===== src/rtl/pve_pkg.sv =====
package pve_pkg;

   typedef enum logic [2:0] {
      ST_IDLE,
      ST_ON_PREP,
      ST_ON_RUN,
      ST_OFF_PREP,
      ST_OFF_RUN,
      ST_OFF_SETTLE
   } dom_state_e;

   // Register word offsets
   localparam int unsigned OFS_SET     = 0;
   localparam int unsigned OFS_CLR     = 1;
   localparam int unsigned OFS_EN      = 2;
   localparam int unsigned OFS_DONE    = 3;
   localparam int unsigned OFS_SET_STA = 4;
   localparam int unsigned OFS_CLR_STA = 5;
   localparam int unsigned OFS_ERR     = 6;
   localparam int unsigned OFS_LAST    = OFS_ERR;

endpackage


===== src/rtl/pve_ack_sync.sv =====
module pve_ack_sync #(
   parameter int unsigned WIDTH  = 4,
   parameter int unsigned STAGES = 2
) (
   input  logic             clk,
   input  logic             rst_n,
   input  logic [WIDTH-1:0] ack_in,
   output logic [WIDTH-1:0] ack_out
);

   generate
      if (STAGES == 0) begin : g_bypass
         assign ack_out = ack_in;
      end else begin : g_chain
         logic [WIDTH-1:0] stg [STAGES];
         always_ff @(posedge clk or negedge rst_n) begin
            if (!rst_n) begin
               for (int k = 0; k < STAGES; k++) stg[k] <= '0;
            end else begin
               stg[0] <= ack_in;
               for (int k = 1; k < STAGES; k++) stg[k] <= stg[k-1];
            end
         end
         assign ack_out = stg[STAGES-1];
      end
   endgenerate

endmodule


===== src/rtl/pve_regbus.sv =====
module pve_regbus
   import pve_pkg::*;
#(
   parameter int unsigned NUM_DOM = 4,
   parameter int unsigned ADDR_W  = 4,
   parameter int unsigned DATA_W  = 32
) (
   input  logic               bus_we,
   input  logic [ADDR_W-1:0]  bus_addr,
   input  logic [DATA_W-1:0]  bus_wdata,
   output logic [DATA_W-1:0]  bus_rdata,
   output logic [NUM_DOM-1:0] set_stb,
   output logic [NUM_DOM-1:0] clr_stb,
   input  logic [NUM_DOM-1:0] set_rb,
   input  logic [NUM_DOM-1:0] clr_rb,
   input  logic [NUM_DOM-1:0] en_v,
   input  logic [NUM_DOM-1:0] done_v,
   input  logic [NUM_DOM-1:0] set_sta_v,
   input  logic [NUM_DOM-1:0] clr_sta_v,
   input  logic [NUM_DOM-1:0] err_v
);

   logic hit_set;
   logic hit_clr;
   logic [NUM_DOM-1:0] rd_sel;

   assign hit_set = bus_we && (bus_addr == ADDR_W'(OFS_SET));
   assign hit_clr = bus_we && (bus_addr == ADDR_W'(OFS_CLR));
   assign set_stb = hit_set ? bus_wdata[NUM_DOM-1:0] : '0;
   assign clr_stb = hit_clr ? bus_wdata[NUM_DOM-1:0] : '0;

   always_comb begin
      case (bus_addr)
         ADDR_W'(OFS_SET):     rd_sel = set_rb;
         ADDR_W'(OFS_CLR):     rd_sel = clr_rb;
         ADDR_W'(OFS_EN):      rd_sel = en_v;
         ADDR_W'(OFS_DONE):    rd_sel = done_v;
         ADDR_W'(OFS_SET_STA): rd_sel = set_sta_v;
         ADDR_W'(OFS_CLR_STA): rd_sel = clr_sta_v;
         ADDR_W'(OFS_ERR):     rd_sel = err_v;
         default:              rd_sel = '0;
      endcase
   end

   generate
      if (NUM_DOM == DATA_W) begin : g_full
         assign bus_rdata = rd_sel;
      end else begin : g_pad
         assign bus_rdata = {{(DATA_W-NUM_DOM){1'b0}}, rd_sel};
      end
   endgenerate

endmodule


===== src/rtl/pve_dom_fsm.sv =====
module pve_dom_fsm
   import pve_pkg::*;
#(
   parameter int unsigned START_DLY  = 4,
   parameter int unsigned SETTLE_CYC = 12
) (
   input  logic clk,
   input  logic rst_n,
   input  logic set_stb,
   input  logic clr_stb,
   input  logic ack,
   output logic req,
   output logic en,
   output logic done,
   output logic set_sta,
   output logic clr_sta,
   output logic set_rb,
   output logic clr_rb,
   output logic err
);

   localparam int unsigned CNT_MAX = (START_DLY > SETTLE_CYC) ? START_DLY : SETTLE_CYC;
   localparam int unsigned CNT_W   = $clog2(CNT_MAX + 1);
   localparam logic [CNT_W-1:0] PREP_LD   = CNT_W'(START_DLY - 1);
   localparam logic [CNT_W-1:0] SETTLE_LD = CNT_W'(SETTLE_CYC - 1);

   dom_state_e       st_q;
   logic [CNT_W-1:0] cnt_q;
   logic             cnt_zero;

   assign cnt_zero = (cnt_q == '0);

   always_ff @(posedge clk or negedge rst_n) begin
      if (!rst_n) begin
         st_q  <= ST_IDLE;
         cnt_q <= '0;
         req   <= 1'b0;
         en    <= 1'b0;
         err   <= 1'b0;
      end else begin
         if ((set_stb || clr_stb) && (st_q != ST_IDLE)) err <= 1'b1;
         case (st_q)
            ST_IDLE: begin
               if (set_stb) begin
                  st_q  <= ST_ON_PREP;
                  cnt_q <= PREP_LD;
               end else if (clr_stb) begin
                  st_q  <= ST_OFF_PREP;
                  cnt_q <= PREP_LD;
               end
            end
            ST_ON_PREP: begin
               if (cnt_zero) begin
                  st_q <= ST_ON_RUN;
                  req  <= 1'b1;
               end else begin
                  cnt_q <= cnt_q - 1'b1;
               end
            end
            ST_ON_RUN: begin
               if (ack) begin
                  st_q <= ST_IDLE;
                  en   <= 1'b1;
               end
            end
            ST_OFF_PREP: begin
               if (cnt_zero) begin
                  st_q <= ST_OFF_RUN;
                  req  <= 1'b0;
               end else begin
                  cnt_q <= cnt_q - 1'b1;
               end
            end
            ST_OFF_RUN: begin
               if (!ack) begin
                  st_q  <= ST_OFF_SETTLE;
                  cnt_q <= SETTLE_LD;
               end
            end
            ST_OFF_SETTLE: begin
               if (cnt_zero) begin
                  st_q <= ST_IDLE;
                  en   <= 1'b0;
               end else begin
                  cnt_q <= cnt_q - 1'b1;
               end
            end
            default: st_q <= ST_IDLE;
         endcase
      end
   end

   assign done    = (st_q == ST_IDLE);
   assign set_sta = (st_q == ST_ON_PREP) || (st_q == ST_ON_RUN);
   assign clr_sta = (st_q == ST_OFF_PREP) || (st_q == ST_OFF_RUN) || (st_q == ST_OFF_SETTLE);
   // On-command read-back drops only while preparing; off-command read-back is high only while preparing
   assign set_rb  = (st_q != ST_ON_PREP);
   assign clr_rb  = (st_q == ST_OFF_PREP);

endmodule


===== src/rtl/pwr_vote_engine.sv =====
module pwr_vote_engine
   import pve_pkg::*;
#(
   parameter int unsigned NUM_DOM         = 4,
   parameter int unsigned ADDR_W          = 4,
   parameter int unsigned DATA_W          = 32,
   parameter int unsigned START_DLY       = 4,
   parameter int unsigned SETTLE_CYC      = 12,
   parameter int unsigned ACK_SYNC_STAGES = 2
) (
   input  logic               clk,
   input  logic               rst_n,
   input  logic               bus_we,
   input  logic [ADDR_W-1:0]  bus_addr,
   input  logic [DATA_W-1:0]  bus_wdata,
   output logic [DATA_W-1:0]  bus_rdata,
   output logic [NUM_DOM-1:0] sw_req,
   input  logic [NUM_DOM-1:0] sw_ack
);

   generate
      if (NUM_DOM < 1 || NUM_DOM > DATA_W) begin : g_bad_dom
         $error("NUM_DOM must lie between 1 and DATA_W");
      end
      if ((1 << ADDR_W) <= OFS_LAST) begin : g_bad_addr
         $error("ADDR_W too narrow for the register map");
      end
      if (START_DLY < 1 || SETTLE_CYC < 1) begin : g_bad_dly
         $error("START_DLY and SETTLE_CYC must be at least 1");
      end
   endgenerate

   logic [NUM_DOM-1:0] set_stb, clr_stb;
   logic [NUM_DOM-1:0] ack_s;
   logic [NUM_DOM-1:0] dom_en, dom_done, dom_set_sta, dom_clr_sta;
   logic [NUM_DOM-1:0] dom_set_rb, dom_clr_rb, err_q;

   pve_ack_sync #(
      .WIDTH  (NUM_DOM),
      .STAGES (ACK_SYNC_STAGES)
   ) u_sync (
      .clk     (clk),
      .rst_n   (rst_n),
      .ack_in  (sw_ack),
      .ack_out (ack_s)
   );

   pve_regbus #(
      .NUM_DOM (NUM_DOM),
      .ADDR_W  (ADDR_W),
      .DATA_W  (DATA_W)
   ) u_bus (
      .bus_we    (bus_we),
      .bus_addr  (bus_addr),
      .bus_wdata (bus_wdata),
      .bus_rdata (bus_rdata),
      .set_stb   (set_stb),
      .clr_stb   (clr_stb),
      .set_rb    (dom_set_rb),
      .clr_rb    (dom_clr_rb),
      .en_v      (dom_en),
      .done_v    (dom_done),
      .set_sta_v (dom_set_sta),
      .clr_sta_v (dom_clr_sta),
      .err_v     (err_q)
   );

   generate
      for (genvar d = 0; d < NUM_DOM; d++) begin : g_dom
         pve_dom_fsm #(
            .START_DLY  (START_DLY),
            .SETTLE_CYC (SETTLE_CYC)
         ) u_fsm (
            .clk     (clk),
            .rst_n   (rst_n),
            .set_stb (set_stb[d]),
            .clr_stb (clr_stb[d]),
            .ack     (ack_s[d]),
            .req     (sw_req[d]),
            .en      (dom_en[d]),
            .done    (dom_done[d]),
            .set_sta (dom_set_sta[d]),
            .clr_sta (dom_clr_sta[d]),
            .set_rb  (dom_set_rb[d]),
            .clr_rb  (dom_clr_rb[d]),
            .err     (err_q[d])
         );
      end
   endgenerate

endmodule


===== config.mk =====
export PLATFORM = sky130hd
export DESIGN_NAME = pwr_vote_engine
export DESIGN_NICKNAME = d
export VERILOG_FILES = /design/src/rtl/pve_pkg.sv /design/src/rtl/pve_ack_sync.sv /design/src/rtl/pve_regbus.sv /design/src/rtl/pve_dom_fsm.sv /design/src/rtl/pwr_vote_engine.sv
export SDC_FILE = /design/constraint.sdc
export NUM_CORES = 1
export LEC_CHECK = 0
export ABC_AREA = 1
export BUFFER_PORTS_ARGS = -buffer_cell sky130_fd_sc_hd__buf_2
export CORE_MARGIN = 5
export CORE_UTILIZATION = 49
export CTS_CLUSTER_DIAMETER = 100
export DETAILED_ROUTE_END_ITERATION = 12
export HOLD_SLACK_MARGIN = 0.03
export PLACE_DENSITY = 0.76
export SYNTH_ARGS = -nofsm -noshare
export SYNTH_HDL_FRONTEND = slang
export SYNTH_HIERARCHICAL = 1
export SYNTH_SLANG_ARGS = --single-unit
export TNS_END_PERCENT = 30

===== constraint.sdc =====
create_clock -name clk -period 1.17 [get_ports clk]
set_input_delay 0.117 -clock clk [delete_from_list [all_inputs] [get_ports clk]]
set_output_delay 0.117 -clock clk [all_outputs]
set_load 0.005 [all_outputs]

==> out/results.md <==
| Quantity | Value | Unit |
|:---|:---|:---|
| Startpoint of the most critical register-to-register path | g_dom[0].u_fsm/st_q[0] | - |
| Global-route wire length before repair | 14.0 | mm |
| Y dimension of the die | 93.8 | µm |
| Effective utilization at floorplan | 50.6 | % |
| Post-synth design cell area | 3440 | µm² |
| Total chip power | 12000 | µW |
| GRT Residual Overflow | 0 | - |
| Via density | 4.69 | - |
| Cell with the largest stage delay on the worst path | dfrtp_2 | - |
| Fraction of registers with async set/reset | 100 | % |
| Setup WS pre-CTS | -0.237 | ns |
| Cell type contributing the most total cell area after synthesis | dfrtp_1 | - |
| Maximum fanout along the worst path | 4 | - |
| Worst reg2reg setup slack | -0.20 | ns |
| Count of inserted antenna diode cells | 0 | - |
| Crit-path most repeated cell | nand2_1 | - |
| Area growth from synthesis to layout | 34.1 | % |
| Run status | complete, but fails checks | - |
| Final net count | 643 | - |
| Via count of the first global-routing pass | 3250 | - |
| Count of boundary I/O pins | 79 | - |
| Detailed Route Iter0 Violations | 201 | - |
| Area share of xor/xnor cells in the synthesized design | 1.02 | % |
| Clk buf depth | 2 | - |
| Register bit total from synthesis | 48 | - |
| Number of warnings printed during yosys synthesis | 6 | - |
| Fraction of met1 tracks used by global routing | 23.1 | % |
| Critical setup path kind | reg -> out | - |
| Number of routed nets with antenna violations | 0 | - |
| Remaining DRCs | 0 | - |
| Num rows | 30 | - |
| Clk_lat worst skew | 0.30 | ns |
| Post-layout min period | 1.73 | ns |
| Post-synth EDFFs | 0 | - |
| Total Wirelength | 8.33 | mm |
| Simple-gate share of the synthesized area | 40.9 | % |
| Final worst setup slack | -0.558 | ns |
| H-tree level count | 2 | - |
| Core area | 6790 | µm² |
| Fill cells | 546 | - |
| Setup tns final | -4.73 | ns |
| Power Dens Cells | 2610 | nW/µm² |
| Highest ir drop seen on vdd | 1.63 | mV |
| Post-CTS clock slew at the launch and capture registers of the worst setup and hold paths | 0.09 | ns |
| Max-cap violation count | 0 | - |
| Maximum number of pins on one net before global-route repair | 24 | - |
| Adder-cell area share of the yosys netlist | 2.55 | % |
| Count of cell types in the netlist | 25 | - |
| Overall die width | 93.8 | µm |
| Mean Syn Cell Area | 7.22 | µm² |
| Arr. time, crit path | 1.61 | ns |
| Worst reg2reg path endpoint | g_dom[0].u_fsm/cnt_q[2] | - |
| Final Setup Violations | 31 | - |
| Number of standard cells in the final layout excluding fillers | 689 | - |
| Max Clock Freq | 579 | MHz |
| Synth Instances | 476 | - |
| Proportion of synthesized area in mux cells | 0 | % |
| Vias post-DR | 3232 | - |
| Count leader, synth | nand2_1 | - |
| Sequential element share of the synthesized area | 34.9 | % |
| Number of clock sinks | 48 | - |
| Die area | 8790 | µm² |
| Avg WL per Cell | 12.1 | µm |
| GR Util met3 | 3.21 | % |
| Commonest cells post-synth | 139 x nand2_1, 48 x dfrtp_1, 46 x inv_1 | - |
| Setup repair after global routing missed its margin | true | - |
| Cell count after placement | 668 | - |
| Largest family of logic cells by synthesized area | simple AND/OR/NAND/NOR gates | - |
| Synth area leaders | dfrtp_1 35%, nand2_1 15%, buf_4 7.4% | - |
| Most common flop cell mapped by yosys | dfrtp_1 | - |
| Final period utilization | 148 | % |
| Path class of the lowest-slack min-delay path | in -> async | - |
| Met2 GRT Util | 35.7 | % |
| Library cell used as clock root buffer | clkbuf_8 | - |
| Share of layout cells above drive strength 1 | 41.7 | % |
| Failing checks | negative setup slack | - |
| Kind of capture point of the worst setup path | output port | - |
| Final Max Tran Viols | 0 | - |
| Drt first pass iters | 4 | - |
| Nature of the critical path startpoint | register | - |
| Fraction of post-synthesis cell area in the top cell type by area | 34.9 | % |
| Required time reported for the critical path endpoint | 1.05 | ns |
| Busiest layer in global routing | met2 | - |
| TritonCTS clock tree | done | - |
| Post-synthesis compound-gate area fraction | 5.50 | % |
| Number of antenna violations at the first check in global routing | 0 | - |
| Leakage | 0.00247 | µW |
| Util after Layout | 67.8 | % |
| Gr usage total | 19.5 | % |
| Stage delay of the slowest cell on the critical path | 0.46 | ns |
| Sequence of cells on the critical path | inv_4 -> nor2_4 -> nand2_2 -> nand2_1 -> or2_1 -> inv_1 -> nor2_2 -> nor2_1 -> nand2_1 -> buf_2 | - |
| Routability-driven placement congestion ratio | 0.897 | - |
| Logic depth of the worst register-to-register path | 9 | - |
| Hold Vio Cnt, Final | 0 | - |
| Number of buffers created by CTS | 5 | - |
| Post-route clock skew | 0.00831 | ns |
| Port-buffer cells | 22 | - |
| HPWL Detailed | 6.19 | mm |
[repair_timing]
item | in CTS | in global routing
pin swaps | 11 | 18
buffers inserted | 5 | 6
hold buffers | 5 | 0
endpoints found under the hold margin | 52 | 0
setup endpoints to repair | 30 | 40
gates resized for setup | 26 | 52
[routing by layer]
metal / up-vias / routed length [µm]
li1: 1651 / -
met1: 1472 / 3400
met4: 0 / 165
met2: 92 / 4300
met3: 17 / 461
met5: - / 0
[final cells by class]
class	instances	area (µm²)	share of cell area (%)
flip-flops and latches	48	1220	26.4
multi-input cells	355	2010	43.7
repair buffers	120	932	20.2
clock buffers	6	72.6	1.57
well taps	96	120	2.61
inverters	63	249	5.40
clock inverters	1	5.00	0.109
[registers in the layout, indices dropped and copies added (netlist names)]
name / count
g_dom.u_fsm/cnt_q: 16
g_dom.u_fsm/en: 4
g_dom.u_fsm/err: 4
g_dom.u_fsm/req: 4
g_dom.u_fsm/st_q: 12
u_sync/ack_out: 4
u_sync/g_chain.stg: 4
[power by group]
part           total, µW  internal, µW  switching [µW]
registers           3080          2390             687
logic               7990          3660            4330
clock network        970           409             561
[cell usage in the layout (no fill, tap or decap), types with 7 or more instances in the layout]
cell     Yosys  layout
nand3_1     44      41
buf_2        3      22
dfrtp_2      0      12
o21ai_0     12      11
buf_4       34      78
inv_2       14      22
nor2_2       9       7
nand3_2     10      10
nand2_1    139     126
conb_1       1      28
nor2_1      41      37
inv_1       46      36
dfrtp_1     48      36
nand2_4      9      11
nor2_4      10      16
buf_6        0      13
nand2_2     17      28
o21ai_1      8       8
[metrics by stage]
stage,cell area [µm²],hold slack (ns)
2_1_floorplan,3560,-0.179
3_3_place_gp,4170,0.0271
3_5_place_dp,4170,0.0300
4_1_cts,4410,0.236
5_1_grt,4610,0.248
6_report,4610,0.233
[critical path, delay by kind of cell, from the launching register on]
| kind | cells | cell delay [ns] |
|---|---|---|
| buf+inv | 3 | 0.29 |
| flops | 1 | 0.46 |
| simple gates | 7 | 0.56 |
[cell families (layout without fill, tap and decap cells)]
kind of cell / count (synthesis) / count (layout)
buffers and inverters: 100 / 190
AND/OR/NAND/NOR: 285 / 285
AO/OA/AOI/OAI: 31 / 31
XOR/XNOR: 4 / 4
adder cells (fa/ha/maj): 7 / 7
flip-flops: 48 / 48
other: 1 / 28
[worst max-delay path by stage]
stage                            from           end  slack, ns
6_report       g_dom[2].u_fsm/st_q[0]  bus_rdata[2]      -0.56
3_3_place_gp   g_dom[1].u_fsm/st_q[0]  bus_rdata[1]      -0.21
5_1_grt        g_dom[2].u_fsm/st_q[0]  bus_rdata[2]      -0.70
3_5_place_dp   g_dom[1].u_fsm/st_q[0]  bus_rdata[1]      -0.24
4_1_cts        g_dom[1].u_fsm/st_q[0]  bus_rdata[1]      -0.56
2_1_floorplan  g_dom[1].u_fsm/st_q[0]  bus_rdata[1]      -0.09
Note: power is estimated with default switching activity, not from simulation.
